## src/rtl/icap_pkg.sv

```systemverilog
package icap_pkg;

  // Active edge selection encoding on the edge_rise input.
  typedef enum logic {
    EDGE_FALL = 1'b0,
    EDGE_RISE = 1'b1
  } edge_sel_e;

  // Minimum synchronizer depth supported by the pipeline.
  localparam int MIN_SYNC_STAGES = 2;

endpackage

```

## src/rtl/icap_tick_counter.sv

```systemverilog
module icap_tick_counter #(
  parameter int CNT_W = 16
) (
  input  logic             clk,
  input  logic             rst,
  input  logic             tick_en,
  output logic [CNT_W-1:0] count,
  output logic             wrap
);

  localparam logic [CNT_W-1:0] CNT_MAX = '1;
  localparam logic [CNT_W-1:0] CNT_ONE = CNT_W'(1);

  always_ff @(posedge clk) begin
    if (rst) begin
      count <= '0;
    end else if (tick_en) begin
      count <= count + CNT_ONE;
    end
  end

  // The counter rolls to zero at the next edge.
  assign wrap = tick_en && (count == CNT_MAX);

  AST_CNT_ADVANCE: assert property (@(posedge clk) disable iff (rst)
    (!rst && tick_en) |=> (count == $past(count) + CNT_ONE));

  AST_CNT_HOLD: assert property (@(posedge clk) disable iff (rst)
    (!rst && !tick_en) |=> $stable(count));

endmodule

```

## src/rtl/icap_sync_edge.sv

```systemverilog
module icap_sync_edge
  import icap_pkg::*;
#(
  parameter int CNT_W       = 16,
  parameter int SYNC_STAGES = 2
) (
  input  logic             clk,
  input  logic             rst,
  input  logic             pin_async,
  input  logic             edge_rise,
  input  logic [CNT_W-1:0] cnt_in,
  input  logic             wrap_in,
  output logic             evt,
  output logic [CNT_W-1:0] evt_cnt,
  output logic             evt_wrap
);

  localparam int LAST = SYNC_STAGES - 1;

  logic [SYNC_STAGES-1:0] lvl_q;
  logic [SYNC_STAGES-1:0] wrap_q;
  logic [CNT_W-1:0]       cnt_q [SYNC_STAGES];
  logic                   prev_lvl;
  logic                   lvl_now;

  generate
    if (SYNC_STAGES < MIN_SYNC_STAGES) begin : g_bad_depth
      initial $error("SYNC_STAGES below supported minimum");
    end
  endgenerate

  // Pin level, counter value and wrap flag travel in lockstep, so the
  // snapshot belongs to the cycle that first sampled the new level.
  always_ff @(posedge clk) begin
    if (rst) begin
      lvl_q    <= '0;
      wrap_q   <= '0;
      prev_lvl <= 1'b0;
      for (int i = 0; i < SYNC_STAGES; i++) begin
        cnt_q[i] <= '0;
      end
    end else begin
      lvl_q    <= {lvl_q[SYNC_STAGES-2:0], pin_async};
      wrap_q   <= {wrap_q[SYNC_STAGES-2:0], wrap_in};
      prev_lvl <= lvl_q[LAST];
      cnt_q[0] <= cnt_in;
      for (int i = 1; i < SYNC_STAGES; i++) begin
        cnt_q[i] <= cnt_q[i-1];
      end
    end
  end

  assign lvl_now  = lvl_q[LAST];
  assign evt      = (edge_rise == EDGE_RISE) ? (lvl_now & ~prev_lvl)
                                             : (~lvl_now & prev_lvl);
  assign evt_cnt  = cnt_q[LAST];
  assign evt_wrap = wrap_q[LAST];

  // Same-direction edges need an opposite edge between them.
  AST_EDGE_SPACING: assert property (@(posedge clk) disable iff (rst)
    evt |=> !evt);

endmodule

```

## src/rtl/icap_period_calc.sv

```systemverilog
module icap_period_calc #(
  parameter int CNT_W = 16,
  parameter int OVF_W = 8
) (
  input  logic                   clk,
  input  logic                   rst,
  input  logic                   evt,
  input  logic [CNT_W-1:0]       evt_cnt,
  input  logic                   evt_wrap,
  output logic [CNT_W-1:0]       cap_value,
  output logic [CNT_W+OVF_W-1:0] period,
  output logic                   period_valid,
  output logic                   period_ambig
);

  localparam int PER_W  = CNT_W + OVF_W;
  localparam int ACC_W  = OVF_W + 1;
  localparam int WIDE_W = ACC_W + CNT_W;
  localparam logic [ACC_W-1:0]  ACC_MAX = '1;
  localparam logic [ACC_W-1:0]  ACC_ONE = ACC_W'(1);
  localparam logic [PER_W-1:0]  PER_MAX = '1;
  localparam logic [WIDE_W-1:0] PER_MAX_WIDE = {1'b0, PER_MAX};

  logic             seeded;
  logic [CNT_W-1:0] last_cap;
  logic [ACC_W-1:0] wraps;
  logic [WIDE_W-1:0] elapsed_wide;
  logic             too_long;
  logic             same_point;

  // Wraps seen since the last snapshot, one extra bit so that the
  // modular difference stays exact up to the saturation point.
  assign elapsed_wide = {wraps, evt_cnt} - {{ACC_W{1'b0}}, last_cap};
  assign too_long     = (wraps == ACC_MAX) || (elapsed_wide > PER_MAX_WIDE);
  assign same_point   = (wraps == '0) && (evt_cnt == last_cap);

  always_ff @(posedge clk) begin
    if (rst) begin
      seeded       <= 1'b0;
      last_cap     <= '0;
      wraps        <= '0;
      cap_value    <= '0;
      period       <= '0;
      period_valid <= 1'b0;
      period_ambig <= 1'b0;
    end else if (evt) begin
      seeded    <= 1'b1;
      last_cap  <= evt_cnt;
      cap_value <= evt_cnt;
      // A wrap alongside this snapshot happens after it: next period.
      wraps     <= evt_wrap ? ACC_ONE : '0;
      if (seeded) begin
        period_valid <= 1'b1;
        period_ambig <= same_point;
        period       <= too_long ? PER_MAX : elapsed_wide[PER_W-1:0];
      end else begin
        period_valid <= 1'b0;
        period_ambig <= 1'b0;
      end
    end else begin
      period_valid <= 1'b0;
      period_ambig <= 1'b0;
      if (evt_wrap && (wraps != ACC_MAX)) begin
        wraps <= wraps + ACC_ONE;
      end
    end
  end

  AST_CAP_HOLD: assert property (@(posedge clk) disable iff (rst)
    (!rst && !evt) |=> $stable(cap_value));

  AST_VALID_NEEDS_EDGE: assert property (@(posedge clk) disable iff (rst)
    (!rst && !evt) |=> !period_valid);

  AST_FIRST_EDGE_SILENT: assert property (@(posedge clk) disable iff (rst)
    (!rst && evt && !seeded) |=> (!period_valid && !period_ambig));

  AST_AMBIG_WITH_VALID: assert property (@(posedge clk) disable iff (rst)
    period_ambig |-> period_valid);

  AST_AMBIG_ZERO: assert property (@(posedge clk) disable iff (rst)
    period_ambig |-> (period == '0));

endmodule

```

## src/rtl/icap_period_meter.sv

```systemverilog
module icap_period_meter #(
  parameter int CNT_W       = 16,
  parameter int OVF_W       = 8,
  parameter int SYNC_STAGES = 2
) (
  input  logic                   clk,
  input  logic                   rst,
  input  logic                   tick_en,
  input  logic                   pin_async,
  input  logic                   edge_rise,
  output logic [CNT_W-1:0]       cap_value,
  output logic [CNT_W+OVF_W-1:0] period,
  output logic                   period_valid,
  output logic                   period_ambig
);

  logic [CNT_W-1:0] count;
  logic             wrap;
  logic             evt;
  logic [CNT_W-1:0] evt_cnt;
  logic             evt_wrap;

  icap_tick_counter #(
    .CNT_W (CNT_W)
  ) u_counter (
    .clk     (clk),
    .rst     (rst),
    .tick_en (tick_en),
    .count   (count),
    .wrap    (wrap)
  );

  icap_sync_edge #(
    .CNT_W       (CNT_W),
    .SYNC_STAGES (SYNC_STAGES)
  ) u_sync (
    .clk       (clk),
    .rst       (rst),
    .pin_async (pin_async),
    .edge_rise (edge_rise),
    .cnt_in    (count),
    .wrap_in   (wrap),
    .evt       (evt),
    .evt_cnt   (evt_cnt),
    .evt_wrap  (evt_wrap)
  );

  icap_period_calc #(
    .CNT_W (CNT_W),
    .OVF_W (OVF_W)
  ) u_calc (
    .clk          (clk),
    .rst          (rst),
    .evt          (evt),
    .evt_cnt      (evt_cnt),
    .evt_wrap     (evt_wrap),
    .cap_value    (cap_value),
    .period       (period),
    .period_valid (period_valid),
    .period_ambig (period_ambig)
  );

endmodule

```

## config.mk

```make
export PLATFORM = sky130hd
export DESIGN_NAME = icap_period_meter
export DESIGN_NICKNAME = d
export VERILOG_FILES = /design/src/rtl/icap_pkg.sv /design/src/rtl/icap_tick_counter.sv /design/src/rtl/icap_sync_edge.sv /design/src/rtl/icap_period_calc.sv /design/src/rtl/icap_period_meter.sv
export SDC_FILE = /design/constraint.sdc
export NUM_CORES = 1
export LEC_CHECK = 0
export ABC_AREA = 1
export BUFFER_PORTS_ARGS = -buffer_cell sky130_fd_sc_hd__buf_2
export CORE_MARGIN = 4
export CORE_UTILIZATION = 54
export DETAILED_ROUTE_END_ITERATION = 10
export GPL_ROUTABILITY_DRIVEN = 0
export GPL_TIMING_DRIVEN = 0
export HOLD_SLACK_MARGIN = 0.05
export PLACE_DENSITY = 0.76
export SYNTH_ARGS = -nofsm -noshare
export SYNTH_HDL_FRONTEND = slang
export SYNTH_HIERARCHICAL = 1
export SYNTH_SLANG_ARGS = --single-unit
```

## constraint.sdc

```tcl
create_clock -name clk -period 2.2 [get_ports clk]
set_clock_uncertainty 0.15 [all_clocks]
set_input_delay 0.44 -clock clk [delete_from_list [all_inputs] [get_ports clk]]
set_output_delay 0.44 -clock clk [all_outputs]
set_load 0.02 [all_outputs]
```

==> flow_summary.toml, run 1 <==
[status]
status = "finished with violations"
violations = "setup timing"

[logic_synthesis]
synth_top_area_cell = "dfxtp_1"
syn_avg_cell_area_um2 = 6.78
syn_inst = 817
syn_nets = 843
synth_edf_count = 0
ys_async_sr_fraction_pct = 0
ys_types = 38
synth_flop_cell = "dfxtp_1"
yosys_warnings = 6
synth_top_area_share_pct = 37.9
synthTopCellsByArea = "dfxtp_1, nand2_1, inv_1, nor2_1, nand3_1"
syn-cell-area_um2 = 5540
ys_seq_area_share_pct = 37.9
synth_seq_cells = 105

[worst_setup_path]
r2r-end = "u_calc/period[0]$_SDFFE_PP0P_"
endpoint_kind = "register"
critical_path_class = "reg2reg"
rrSetupSlack_ns = -0.02
required_ns = 2.34
worst_setup_path_start_kind = "register"
cp_max_fo = 5
ff2ff_path_depth = 15
crit_arrival_ns = 2.36
rr_startpoint = "u_sync/cnt_q[0][16]$_SDFF_PP0_"

[finish]
fillers = 802
synthToLayoutAreaGrowth_pct = 23.0
nets = 916
finalNonFillerCells = 1028
design_area_um2 = 6810
seqCellArea_um2 = 2120
final_common_cell = "nand2_1"
layout_common_cells = "nand2_1, inv_1, nor2_1"
layout-drive-gt1-share_pct = 26.7
multi_input_area_um2 = 3080
antennaDiodeCount = 0

[power]
share_comb_of_total_power_pct = 21.4
p_leak_nw = 3.21
sequentialPowerShare_pct = 47.1
finalPower_mw = 4.14
internal-power_mw = 2.88
powerDensity_nw_per_um2 = 607
max-vdd-ir-drop_uv = 381
clockPowerShare_pct = 31.5
switching_share_pct = 30.3
switchingPower_mw = 1.25

[clocking]
cts_tree = "yes"
cts_root_buf = "clkbuf_8"
cts_hold_buf = 0
htree_levels = 3
clock-sinks = 105
cts_buffer_depth = 2
cts.clk_slew.worst_paths_ns = 0.11
numCtsBuffers = 9
clkLatencyLatePin_ns = 0.38

[min_path]
holdPathEnd = "u_sync/lvl_q[0]$_SDFF_PP0_"
min_path_type = "in2reg"
worstHoldPathCells = 3
hold_start = "pin_async"

[sta]
post-route-period-util_pct = 101
setup_viol = 3
maxSlewViolCount = 0
min_period_ns = 2.22
hold_violations = 0
whs_ns = 0.108
tightest_slew_ns = 0.569
fin_ws_ns = -0.0198
slew_headroom_pct = 62.1
rsz0062_at_grt = "yes"
clock.fmax_mhz = 450

[detailed_routing]
dr.pass1.iters = 6
viasPerCell = 5.27
via_count = 5422
drt-wirelength-per-cell_um = 14.1
drc = 0
ant_nets = 0
drt_iter0_drc = 447
drt-total-wl_mm = 14.5

[grt]
grt_usage_pct = 24.6
grt_max_degree = 20
antenna_found_initial = 0
grt_pass1_vias = 5191
grt_first_pass_wirelength_mm = 23.1
overflow = 0

[die]
fp.dieW_um = 109
die_area_um2 = 11900
initial_utilization_pct = 56.2
coreArea_um2 = 9860
ios = 47
die_h_um = 109
num_rows = 36

[flow_run]
drv_cap = 0

[placement]
post_dp_cell_area_um2 = 5940
dp_hpwl_mm = 10.2
dpl.cell_count = 996
io_buffers = 46
==> synthesized netlist by cell type (2+ instances only) <==
cell,count
xnor2_1,6
nand3b_1,3
a21o_1,2
dfxtp_1,105
o21bai_2,7
o21ai_0,50
clkbuf_1,11
buf_4,16
nor3_1,2
nand4_1,8
ha_1,20
nor2_1,132
nor2_4,3
buf_2,2
a21oi_1,34
nor4_1,2
buf_6,6
nor2_2,9
o21bai_1,4
nand2_2,12
inv_2,5
inv_1,140
nand3_1,51
nand3_2,2
nand2_1,172
==> power groups by stage <==
stage | Clock (mW) | Sequential [mW] | Combinational [mW]
after floorplan | 0 | 2.01 | 0.424
after global placement | 0 | 1.99 | 0.576
after detailed placement | 0 | 1.99 | 0.589
after CTS | 1.32 | 1.95 | 0.763
after global routing | 1.40 | 1.95 | 0.952
final | 1.30 | 1.95 | 0.883
==> kinds of logic after synthesis <==
logic type	synth area share (%)
compound gates	10.7
xor+xnor	1.11
fa+ha+maj	4.88
buf+inv	14.2
flops	37.9
simple gates	31.1
==> stage by stage <==
stage | utilization (%) | worst slack, ns | TNS [ns]
after global placement | 60.2 | -0.225 | -4.02
after floorplan | - | 0.0385 | 0
after CTS | 65.8 | 0.00113 | 0
after detailed placement | 60.2 | -0.257 | -4.36
after global routing | 69.1 | -0.107 | -1.08
final | 69.1 | -0.0198 | -0.0377
==> how the worst max path moves through the flow <==
stage,start,endpoint,cells after the start
2_1_floorplan,u_sync/cnt_q[0][16]$_SDFF_PP0_,u_calc/period[0]$_SDFFE_PP0P_,15
3_5_place_dp,edge_rise,u_calc/period[9]$_SDFFE_PP0P_,12
3_3_place_gp,edge_rise,u_calc/period[14]$_SDFFE_PP0P_,12
6_report,u_sync/cnt_q[0][16]$_SDFF_PP0_,u_calc/period[0]$_SDFFE_PP0P_,15
5_1_grt,u_calc/last_cap[7]$_SDFFE_PP0P_,u_calc/period[0]$_SDFFE_PP0P_,14
4_1_cts,u_sync/lvl_q[1]$_SDFF_PP0_,u_calc/period[4]$_SDFFE_PP0P_,11
==> flip-flops by register name, summed over array words and instances, names as in the netlist, 2 cells and up <==
register and count:
u_sync/cnt_q 32, u_calc/period 24, u_calc/last_cap 16, u_counter/count 16, u_calc/wraps 9, u_sync/lvl_q 2, u_sync/wrap_q 2
==> layout make-up <==
| cell class | instances | area share [%] |
|---|---|---|
| multi-input combinational | 531 | 45.2 |
| sequential | 105 | 31.2 |
| inverter | 146 | 8.08 |
| timing repair buffer | 65 | 6.32 |
| buffer | 32 | 3.54 |
| tap | 133 | 2.44 |
| clock buffer | 10 | 2.02 |
| clock inverter | 6 | 1.25 |
==> worst max-delay path: stages, from the launching register on <==
cell	delay, ns
dfxtp_2	0.36
inv_4	0.04
ha_4	0.15
fa_2	0.36
inv_2	0.08
nand3_2	0.06
nand3_2	0.08
nand2_2	0.07
nand2_4	0.07
nand2_4	0.06
nand3_4	0.07
nand3_4	0.11
buf_12	0.16
buf_8	0.13
o21bai_1	0.14
inv_1	0.05
==> routing by layer <==
layer	global-route usage (%)	part of all wire, %
met1	31.5	41
met2	40.2	47
met3	4.87	8.8
met4	10.9	2.7
met5	0	0
==> timing repair <==
item,in CTS,in global routing
gates resized for setup,35,102
setup endpoints to repair,24,32
cloned,2,0
setup buffers,10,8
pin swaps,7,26
Note: power is estimated with default switching activity, not from simulation.
==> run 2: changes to the inputs <==
SYNTH_HIERARCHICAL = unset   (was 1)
==> run 2 against run 1 <==
The run still ends with setup timing left. Clock-buffer cell count fell by 1. Die area down 4.4%. Largest power group unchanged. Final area fell by 7.5%. Non-clock buffer count shrank 20.
==> flow_summary.toml, run 2 <==
[detailed_routing]
viasPerCell = 5.30
via_count = 5213
drc = 0
drt-total-wl_mm = 13.7
ant_nets = 0
dr.pass1.iters = 5
drt_iter0_drc = 452
drt-wirelength-per-cell_um = 14.0

[sta]
maxSlewViolCount = 0
whs_ns = 0.102
hold_violations = 0
min_period_ns = 2.21
post-route-period-util_pct = 100
rsz0062_at_grt = "yes"
setup_viol = 2
setup-tns-final_ns = -0.0120
fin_ws_ns = -0.00902
clock.fmax_mhz = 453
slew_headroom_pct = 58.9
tightest_slew_ns = 0.616

[die]
ios = 47
initial_utilization_pct = 56.3
die_area_um2 = 11400
num_rows = 35
die_h_um = 107
fp.dieW_um = 107
coreArea_um2 = 9370

[logic_synthesis]
ys_types = 37
synth_top_area_cell = "dfxtp_1"
syn_nets = 811
synth_seq_cells = 105
synthTopCellsByArea = "dfxtp_1, nand2_1, inv_1, nor2_1, o21ai_0"
synth_flop_cell = "dfxtp_1"
synth_edf_count = 0
yosys_warnings = 0
synth_top_area_share_pct = 39.8
syn_inst = 785
ys_seq_area_share_pct = 39.8
syn-cell-area_um2 = 5280
synth.most_common_cell = "nand2_1"
ys_async_sr_fraction_pct = 0
syn_avg_cell_area_um2 = 6.72
synthTopCellsByCount = "nand2_1, inv_1, nor2_1"

[min_path]
min_path_type = "in2reg"

[clocking]
htree_levels = 3
numCtsBuffers = 9
clock-sinks = 105
cts.clk_slew.worst_paths_ns = 0.11
clkLatencyLatePin_ns = 0.38
cts_buffer_depth = 2
cts_tree = "yes"
cts_root_buf = "clkbuf_8"

[worst_setup_path]
critical_path_class = "reg2reg"
rrSetupSlack_ns = -0.009
crit_arrival_ns = 2.35
cp_max_fo = 6
required_ns = 2.34
worst_setup_path_start_kind = "register"
endpoint_kind = "register"

[finish]
nets = 876
design_area_um2 = 6300
final_common_cell = "nand2_1"
fillers = 824
layout_common_cells = "nand2_1, inv_1, nor2_1"
antennaDiodeCount = 0
reg.largest.list = "u_sync.cnt_q: 32 flops, u_calc.period: 24 flops"
synthToLayoutAreaGrowth_pct = 19.4
largest_register_ffs = 32
finalNonFillerCells = 984
fin_util_pct = 67.3
layout-drive-gt1-share_pct = 18.6
regMostFlops = "u_sync.cnt_q"

[power]
share_comb_of_total_power_pct = 20.0
switching_share_pct = 31.7
internal-power_mw = 2.68
sequentialPowerShare_pct = 49.7
clockPowerShare_pct = 30.3
max-vdd-ir-drop_uv = 579
switchingPower_mw = 1.24
powerDensity_nw_per_um2 = 621
finalPower_mw = 3.92
p_leak_nw = 2.95

[grt]
grt_first_pass_wirelength_mm = 22.1
overflow = 0
grt_usage_pct = 24.0
grt_max_degree = 21
grt_pass1_vias = 4802
antenna_found_initial = 0

[status]
violations = "setup timing"
status = "finished with violations"

[placement]
dpl.cell_count = 958
dp_hpwl_mm = 10.0
post_dp_cell_area_um2 = 5660
dp_worst_setup_slack_ns = -0.156
io_buffers = 44

[flow_run]
drv_cap = 0
-- run 2: cell types whose count changed after synthesis, sizes merged, moves of 3 or more --
cell,delta
o21bai,-3
nand3,-5
inv,-5
nor3b,+3
nor2,-11
nand2,-21
o21ai,+6
nor3,+15
buf,-13
-- run 2: final cells by class --
cell class / count / area, um2 / share of cell area (%)
clock inverter: 7 / 71.3 / 1.13
sequential: 105 / 2120 / 33.6
inverter: 140 / 526 / 8.33
timing repair buffer: 54 / 333 / 5.28
clock buffer: 9 / 124 / 1.96
tap: 129 / 161 / 2.56
buffer: 23 / 134 / 2.12
multi-input combinational: 517 / 2840 / 45.0
-- run 2: critical path, stage by stage, from the launching register on --
cell and delay (ns):
dfxtp_4 0.39, inv_1 0.14, ha_1 0.24, nand4_1 0.26, nor2_1 0.21, nand2_2 0.09, nand3_2 0.09, nand3_4 0.16
clkbuf_16 0.21, o21bai_1 0.14, inv_1 0.05
-- run 2: kinds of logic (layout without fill, tap and decap cells) --
logic type | Yosys count | count (layout) | share of synthesized area [%]
AOI/OAI and AO/OA | 108 | 108 | 11.0
and+or+nand+nor | 382 | 382 | 30.7
buffers and inverters | 163 | 233 | 12.3
DFF | 105 | 105 | 39.8
xor gates and xnor gates | 6 | 6 | 0.995
adders and majority gates | 21 | 21 | 5.12
-- run 2: what timing repair did --
item	in CTS	in global routing
setup endpoints to repair	27	27
gates resized for setup	23	59
setup buffers	3	5
pin swaps	2	17
gates cloned	1	1
hold buffers	0	0
-- run 2: power by group through the flow --
stage | Sequential (mW) | Clock (mW) | Combinational, mW
2_1_floorplan | 2.01 | 0 | 0.431
3_3_place_gp | 1.99 | 0 | 0.579
3_5_place_dp | 1.99 | 0 | 0.591
4_1_cts | 1.95 | 1.21 | 0.667
5_1_grt | 1.95 | 1.31 | 0.849
6_report | 1.95 | 1.19 | 0.784
-- run 2: routing by layer --
metal | up-vias | track usage [%] | routed length (um)
met5 | - | 0 | 0
met4 | 0 | 9.13 | 324
met3 | 25 | 5.36 | 1170
met2 | 245 | 37.7 | 6280
met1 | 2369 | 32.1 | 5950
li1 | 2574 | - | -
-- run 2: path summary, 6_finish.rpt --
| check | from | end | cells after the start |
|---|---|---|---|
| max reg2reg | u_calc.wraps[0]$_SDFFE_PP0P_ | u_calc.period[6]$_SDFFE_PP0P_ | 10 |
| min reg2reg | u_sync.cnt_q[0][4]$_SDFF_PP0_ | u_sync.cnt_q[0][20]$_SDFF_PP0_ | 2 |
| min | pin_async | u_sync.lvl_q[0]$_SDFF_PP0_ | 3 |
| max | u_calc.wraps[0]$_SDFFE_PP0P_ | u_calc.period[6]$_SDFFE_PP0P_ | 10 |
==> run 3: changes to the inputs <==
CAP_MARGIN = 20   (was unset)
CORE_UTILIZATION = 62   (was 54)
PLACE_DENSITY = 0.83   (was 0.76)
SKIP_CTS_REPAIR_TIMING = 1   (was unset)
clock period = 2.6 ns   (was 2.2 ns; I/O delays follow)
==> run 3 against run 2 <==
First-iteration DRC count down 18%. Largest cell class unchanged. Highest routed layer unchanged. The run now ends clean. Largest power group unchanged. Via count down 1.9%. Critical endpoint is now u_calc.wraps[7]$_SDFFE_PP0P_. Flip-flop and latch count unchanged.
==> flow_summary.toml, run 3 (synthesis gave the netlist of run 2 again) <==
[sta]
post-route-period-util_pct = 92.4
rsz0062_at_grt = "no"
tightest_slew_ns = 0.542
min_period_ns = 2.40
whs_ns = 0.224
slew_headroom_pct = 63.8
setup_viol = 0
setup-tns-final_ns = 0
clock.fmax_mhz = 416
maxSlewViolCount = 0
fin_ws_ns = 0.198
hold_violations = 0

[die]
initial_utilization_pct = 63.9
num_rows = 33
die_h_um = 100
coreArea_um2 = 8260
fp.dieW_um = 100
ios = 47
die_area_um2 = 10100

[grt]
grt_usage_pct = 27.3
grt_first_pass_wirelength_mm = 22.3
use_met1_pct = 35.6
grt_pass1_vias = 5008
antenna_found_initial = 0
gr-max-usage-layer = "met2"
use_met2_pct = 43.1
overflow = 0
grt_max_degree = 24
use_met3_pct = 7.85

[worst_setup_path]
crit_family = "simple AND/OR/NAND/NOR gates"
cp_slowest_cell = "dfxtp_1"
cp_num_buf_inv = 1
path_cells = "ha_1 -> nand4_1 -> nor3_1 -> ha_1 -> nor2_2 -> inv_1 -> nor2_1 -> nand3_1 -> nor2_1 -> nand2_1 -> nand2_1 -> nor3b_1"
crit_arrival_ns = 2.56
slowest_delay_ns = 0.41
critical_path_class = "reg2reg"
required_ns = 2.75
endpoint_kind = "register"
cp_max_fo = 6
worst_setup_path_start_kind = "register"

[placement]
dpl.cell_count = 934
io_buffers = 44
dp_worst_setup_slack_ns = 0.250
dp_hpwl_mm = 10.2

[clocking]
cts.clk_slew.worst_paths_ns = 0.12
cts_tree = "yes"
htree_levels = 3
cts_buffer_depth = 2
numCtsBuffers = 9
clock-sinks = 105
cts_root_buf = "clkbuf_8"
clkLatencyLatePin_ns = 0.38

[finish]
finalNonFillerCells = 950
layout_common_cells = "nand2_1, inv_1, nor2_1"
final_common_cell = "nand2_1"
regMostFlops = "u_sync.cnt_q"
nets = 866
fin_util_pct = 70.8
reg.largest.list = "u_sync.cnt_q: 32 flops, u_calc.period: 24 flops"
largest_register_ffs = 32
antennaDiodeCount = 0
synthToLayoutAreaGrowth_pct = 10.8
layout-drive-gt1-share_pct = 9.94

[power]
p_leak_nw = 2.87
max-vdd-ir-drop_uv = 432
powerDensity_nw_per_um2 = 551

[detailed_routing]
dr.pass1.iters = 7
drc = 0
ant_nets = 0
drt_iter0_drc = 371
drt-total-wl_mm = 13.2
via_count = 5116
drt-wirelength-per-cell_um = 13.9
viasPerCell = 5.39

[flow_run]
drv_cap = 0

[status]
status = "finished clean"

[min_path]
min_path_type = "in2reg"
## run 3: area by class of cell
cell class | count | area (um2)
Tap cell | 105 | 131
Clock buffer | 9 | 124
Fill cell | 709 | 2410
Buffer | 23 | 126
Timing Repair Buffer | 44 | 220
Multi-Input combinational cell | 517 | 2520
Clock inverter | 7 | 93.8
Sequential cell | 105 | 2100
Inverter | 140 | 526
## run 3: worst paths after layout
kind	from	end	slack (ns)	depth (start not counted)
worst min register to register	u_sync.cnt_q[0][11]$_SDFF_PP0_	u_sync.cnt_q[0][27]$_SDFF_PP0_	0.26	2
worst max-delay path	u_calc.wraps[0]$_SDFFE_PP0P_	u_calc.wraps[7]$_SDFFE_PP0P_	0.20	12
worst max register to register	u_calc.wraps[0]$_SDFFE_PP0P_	u_calc.wraps[7]$_SDFFE_PP0P_	0.20	12
worst min-delay path	pin_async	u_sync.lvl_q[0]$_SDFF_PP0_	0.22	3
## run 3: metal layers
layer	vias up	part of all wire (%)
met5	-	0
met4	0	2.6
met3	25	8.8
met2	225	45
met1	2319	44
li1	2547	-
## run 3: stage by stage
stage | total power [mW] | instance area, um2
after floorplan | 2.06 | 5280
after detailed placement | 2.18 | 5630
final | 3.22 | 5850
after global placement | 2.16 | 5630
after CTS | 3.23 | 5850
after global routing | 3.37 | 5850
## run 3: power breakdown
part	leakage (nW)	total, mW	switching (mW)	internal (mW)
clock network	0.108	1.07	0.666	0.399
registers	0.849	1.65	0.0138	1.63
logic	1.91	0.513	0.346	0.167
total	2.87	3.22	1.03	2.20
## run 3: worst register-to-register path: stages, from the launching register on
cell,delay (ns)
dfxtp_1,0.41
ha_1,0.27
nand4_1,0.10
nor3_1,0.06
ha_1,0.21
nor2_2,0.25
inv_1,0.15
nor2_1,0.17
nand3_1,0.11
nor2_1,0.15
nand2_1,0.09
nand2_1,0.06
nor3b_1,0.16
